===== src/rtl/sram_mdl_pkg.sv =====
package sram_mdl_pkg;

  typedef enum logic [1:0] {
    MD_STANDBY = 2'd0,
    MD_OUTOFF  = 2'd1,
    MD_READ    = 2'd2,
    MD_WRITE   = 2'd3
  } sram_mode_e;

  // Selection needs both chip selects active and at least one lane enabled.
  function automatic logic is_selected(logic sel_n, logic sel, logic any_lane);
    return !sel_n && sel && any_lane;
  endfunction

  // Mode priority: deselect first, then write, then output enable.
  function automatic sram_mode_e decode_mode(logic sel_n, logic sel, logic oe_n,
                                             logic we_n, logic any_lane);
    if (!is_selected(sel_n, sel, any_lane)) return MD_STANDBY;
    if (!we_n)                              return MD_WRITE;
    if (oe_n)                               return MD_OUTOFF;
    return MD_READ;
  endfunction

endpackage


===== src/rtl/sram_ctrl.sv =====
module sram_ctrl
  import sram_mdl_pkg::*;
#(
  parameter int ADDR_W = 17,
  parameter int DATA_W = 16,
  parameter int LANES  = 2
) (
  input  logic              clk,
  input  logic              rst_n,
  input  logic              s_sel_n,
  input  logic              s_sel,
  input  logic              s_oe_n,
  input  logic              s_we_n,
  input  logic [LANES-1:0]  s_lane_n,
  input  logic [ADDR_W-1:0] s_addr,
  input  logic [DATA_W-1:0] s_dq,
  output sram_mode_e        mode,
  output logic              wr_act,
  output logic              end_evt,
  output logic [ADDR_W-1:0] cmt_addr,
  output logic [DATA_W-1:0] cmt_data,
  output logic [LANES-1:0]  cmt_mask,
  output logic [LANES-1:0]  lane_oe,
  output logic              addr_err
);

  logic wr_q;
  logic addr_moved;

  assign mode       = decode_mode(s_sel_n, s_sel, s_oe_n, s_we_n, !(&s_lane_n));
  assign wr_act     = (mode == MD_WRITE);
  assign end_evt    = wr_q && !wr_act;
  assign addr_moved = wr_act && wr_q && (s_addr != cmt_addr);

  for (genvar g = 0; g < LANES; g++) begin : g_lane_oe
    assign lane_oe[g] = (mode == MD_READ) && !s_lane_n[g];
  end

  // Pending write state follows the overlap; the address is held from its first cycle.
  always_ff @(posedge clk or negedge rst_n) begin
    if (!rst_n) begin
      wr_q     <= 1'b0;
      cmt_addr <= '0;
      cmt_data <= '0;
      cmt_mask <= '0;
      addr_err <= 1'b0;
    end else begin
      wr_q     <= wr_act;
      addr_err <= addr_moved;
      if (wr_act) begin
        if (!wr_q) cmt_addr <= s_addr;
        cmt_data <= s_dq;
        cmt_mask <= ~s_lane_n;
      end
    end
  end

endmodule


===== config.mk =====
export PLATFORM = sky130hd
export DESIGN_NAME = sram_ctrl
export DESIGN_NICKNAME = d
export VERILOG_FILES = /design/src/rtl/sram_mdl_pkg.sv /design/src/rtl/sram_ctrl.sv
export SDC_FILE = /design/constraint.sdc
export NUM_CORES = 1
export LEC_CHECK = 0
export BUFFER_PORTS_ARGS = -buffer_cell sky130_fd_sc_hd__buf_2
export CAP_MARGIN = 10
export CORE_MARGIN = 10
export CORE_UTILIZATION = 45
export DETAILED_ROUTE_END_ITERATION = 8
export HOLD_SLACK_MARGIN = 0.03
export PLACE_DENSITY_LB_ADDON = 0.05
export SLEW_MARGIN = 0
export SYNTH_ARGS = -nofsm -noshare
export SYNTH_HDL_FRONTEND = slang
export SYNTH_SLANG_ARGS = --single-unit

===== constraint.sdc =====
create_clock -name clk -period 1.6 [get_ports clk]
set_input_delay 0.16 -clock clk [delete_from_list [all_inputs] [get_ports clk]]
set_output_delay 0.16 -clock clk [all_outputs]
set_load 0.02 [all_outputs]

==> metrics.json <==
{
  "synth-compound-area-share": {"value": 1.52, "unit": "%"},
  "crit_path_leading_delay_family": {"value": "flip-flops"},
  "synth.yosys.warnings": {"value": 0},
  "largest_family_of_logic_cells_by_synthesized_area": {"value": "multiplexers"},
  "synth_fa_ha_area_share": {"value": 0, "unit": "%"},
  "min_hold_slack": {"value": 0.101, "unit": "ns"},
  "ctsHtreeMaxLevel": {"value": 2},
  "timing.critical_path.slowest_cell_delay": {"value": 0.40, "unit": "ns"},
  "yosys.area_share.simple": {"value": 8.23, "unit": "%"},
  "initial_utilization": {"value": 47.7, "unit": "%"},
  "p_seq_share": {"value": 45.6, "unit": "%"},
  "cts_made_buffers": {"value": 5},
  "cellLeakagePower": {"value": 1.11, "unit": "nW"},
  "async_reset_ff_share": {"value": 100, "unit": "%"},
  "vias": {"value": 1180},
  "ir_drop": {"value": 0.621, "unit": "mV"},
  "ff2ff_setup_slack": {"value": 0.20, "unit": "ns"},
  "place.detailed.instances": {"value": 241},
  "clock-root-buffer": {"value": "sky130_fd_sc_hd__clkbuf_8"},
  "final_util": {"value": 63.6, "unit": "%"},
  "finalCriticalPeriod": {"value": 1.40, "unit": "ns"},
  "path_max_fanout": {"value": 3},
  "power-per-cell-area": {"value": 1260, "unit": "mW/mm²"},
  "critical_path.cell_chain": {"value": "xor2_1, nor4_2, nand3_1, o311a_1"},
  "internal_power": {"value": 1.85, "unit": "mW"},
  "clockBufferDepth": {"value": 2},
  "mean_routed_wirelength_per_cell": {"value": 15.6, "unit": "µm"},
  "routed_wirelength": {"value": 3880, "unit": "µm"},
  "grt_setup_unrepaired": {"value": "false"},
  "worstSetupPathType": {"value": "reg2reg"},
  "cts.hold.buffers_added": {"value": 1},
  "tritoncts": {"value": "yes"},
  "relSlewSlack": {"value": 46.5, "unit": "%"},
  "flow.area_growth_from_synthesis": {"value": 33.3, "unit": "%"},
  "synth_top_area_share": {"value": 56.4, "unit": "%"},
  "viasPerCell": {"value": 4.74},
  "fin_worst_skew": {"value": 0.00182, "unit": "ns"},
  "max_freq": {"value": 0.713, "unit": "GHz"},
  "critPathRequiredTime": {"value": 1.76, "unit": "ns"},
  "worst_ep_arrival_time": {"value": 1.56, "unit": "ns"},
  "synth_enable_flop_cells": {"value": 0},
  "synth_area_leader_cell": {"value": "sky130_fd_sc_hd__dfrtp_1"},
  "final.period_utilization": {"value": 87.7, "unit": "%"},
  "coreArea": {"value": 0.00344, "unit": "mm²"},
  "netSwitchingPower": {"value": 0.917, "unit": "mW"},
  "pwr-share-comb": {"value": 31.9, "unit": "%"},
  "grt_antenna_before_repair": {"value": 0},
  "setup.worst_path.start_class": {"value": "register"},
  "crit_buf_inv": {"value": 0},
  "syn-num-nets": {"value": 155},
  "die_height": {"value": 80.4, "unit": "µm"},
  "synth_xor_area_share": {"value": 9.06, "unit": "%"},
  "clockPowerShare": {"value": 22.5, "unit": "%"},
  "cts.sink_count": {"value": 37},
  "drt_first_pass_iters": {"value": 2},
  "dominantRegCellSynth": {"value": "sky130_fd_sc_hd__dfrtp_1"},
  "cts_repair_resize_count": {"value": 0},
  "ys_ff_latch": {"value": 37},
  "avg_inst_size_synth": {"value": 14.4, "unit": "µm²"},
  "tightestPinTransition": {"value": 0.802, "unit": "ns"},
  "count_of_port_buffers_added_during_placement": {"value": 82},
  "yosysSeqAreaShare": {"value": 56.4, "unit": "%"},
  "syn_area": {"value": 0.00164, "unit": "mm²"},
  "antenna_left": {"value": 0},
  "final-instance-count-excl-fill": {"value": 249},
  "grt_pass1_vias": {"value": 1288},
  "unique_cell_type_count_in_the_yosys_netlist": {"value": 22},
  "cts.repair_timing.setup_buffer_count": {"value": 0},
  "fraction_of_layout_cells_with_a_size_suffix_above_1": {"value": 57.6, "unit": "%"},
  "detailed_place_hpwl": {"value": 3210, "unit": "µm"},
  "floorplan.die_area": {"value": 0.00647, "unit": "mm²"},
  "drtIter0Drc": {"value": 46},
  "fin_nets": {"value": 244},
  "swShare": {"value": 33.1, "unit": "%"},
  "most_common_cell_in_the_synthesized_netlist": {"value": "sky130_fd_sc_hd__dfrtp_1"},
  "setup_viol_count_final": {"value": 0},
  "outcome": {"value": "complete, no violations"},
  "maximum_number_of_pins_on_one_net_before_global_route_repair": {"value": 38},
  "slew_viol_final": {"value": 0},
  "globalRouteTotalUtil": {"value": 11.9, "unit": "%"},
  "finalWeightedCongestion": {"value": 0.732},
  "num_antenna_cells": {"value": 0},
  "globalRoute.totalOverflow": {"value": 0},
  "drcViolationCount": {"value": 0},
  "netlist_instances": {"value": 114},
  "ys_top_cells_by_area": {"value": "sky130_fd_sc_hd__dfrtp_1 56%, sky130_fd_sc_hd__mux2_2 16%, sky130_fd_sc_hd__mux2_1 6.9%, sky130_fd_sc_hd__xor2_1 6.4%, sky130_fd_sc_hd__xnor2_1 2.7%"},
  "die_width": {"value": 80.4, "unit": "µm"},
  "grt_first_pass_wirelength": {"value": 5980, "unit": "µm"},
  "setup-tns-final": {"value": 0, "unit": "ns"},
  "io-pin-count": {"value": 83},
  "crit_path_end_kind": {"value": "register"},
  "clkSlewWorstSetupHoldPaths": {"value": 0.06, "unit": "ns"},
  "report.power.total": {"value": 2.77, "unit": "mW"},
  "cap_violations": {"value": 0},
  "cp_slowest_cell": {"value": "sky130_fd_sc_hd__dfrtp_1"},
  "min-delay-path-class": {"value": "in2reg"},
  "synth.top_cells.by_count": {"value": "37 x sky130_fd_sc_hd__dfrtp_1, 23 x sky130_fd_sc_hd__mux2_2, 12 x sky130_fd_sc_hd__xor2_1, 10 x sky130_fd_sc_hd__mux2_1, 6 x sky130_fd_sc_hd__nand2_1"},
  "post_synth_mux_area_share": {"value": 22.6, "unit": "%"},
  "row_count": {"value": 21},
  "hold_viol": {"value": 0},
  "worst_skew_pair.late_latency": {"value": 0.28, "unit": "ns"}
}
layout make-up:
type	count	area [µm²]
flip-flops and latches	37	926
repair buffers	85	435
clock buffers	7	86.3
fillers	289	1250
well taps	46	57.6
inverters	1	3.75
multi-input cells	73	681
flip-flops by register name, indices dropped and copies added, names as in the netlist:
signal / flops
cmt_mask: 2
cmt_addr: 17
addr_err: 1
cmt_data: 16
wr_q: 1
per-stage QoR:
stage               setup slack [ns]  area (µm²)
floorplan                      0.179        1640
global placement               0.239        2090
detailed placement             0.203        2090
CTS                            0.196        2190
global route                   0.109        2190
finish                         0.197        2190
cells by family (layout without fill, tap and decap cells):
kind of cell              after synthesis  after routing
muxes                                  33             33
AOI/OAI and AO/OA                       4              4
DFF                                    37             37
and+or+nand+nor                        19             19
buffers and inverters                   4             93
xor gates and xnor gates               17             17
worst paths after layout:
kind	startpoint	end	cells after the start
worst max-delay path	cmt_addr[13]$_DFFE_PN0P_	addr_err$_DFF_PN0_	4
worst min-delay path	s_lane_n[0]	cmt_mask[0]$_DFFE_PN0N_	2
worst max register to register	cmt_addr[13]$_DFFE_PN0P_	addr_err$_DFF_PN0_	4
worst min register to register	cmt_mask[0]$_DFFE_PN0N_	cmt_mask[0]$_DFFE_PN0N_	2
max in group asynchronous	rst_n	cmt_data[3]$_DFFE_PN0N_	2
min in group asynchronous	rst_n	cmt_addr[5]$_DFFE_PN0P_	2
power by group through the flow:
stage          Sequential, mW  Combinational (mW)  Clock, mW
2_1_floorplan            1.52               0.293          0
3_3_place_gp             1.26               0.886          0
3_5_place_dp             1.28               0.902          0
4_1_cts                  1.26               0.906      0.648
5_1_grt                  1.29               0.955      0.698
6_report                 1.26               0.884      0.622
metal layers:
layer  up-vias  GRT usage, %  wire [µm]
met5         -             0          0
met4         0          4.75         60
met3         7          6.46        460
met2        46          20.3       1970
met1       556          11.7       1390
li1        571             -          -
placed cells by master (no fill, tap or decap), drive strengths merged:
| master | count |
|---|---|
| inv | 1 |
| dlygate4sd3 | 1 |
| xor2 | 12 |
| nand3b | 1 |
| nand2 | 6 |
| nor4 | 3 |
| dfrtp | 37 |
| mux2 | 33 |
| a21oi | 1 |
| nor2 | 4 |
| and2 | 1 |
| nand3 | 2 |
| buf | 84 |
| xnor2 | 5 |
| clkbuf | 7 |
| o311a | 1 |
| nor2b | 2 |
| o21ai | 2 |
(Power assumes the default switching activity.)
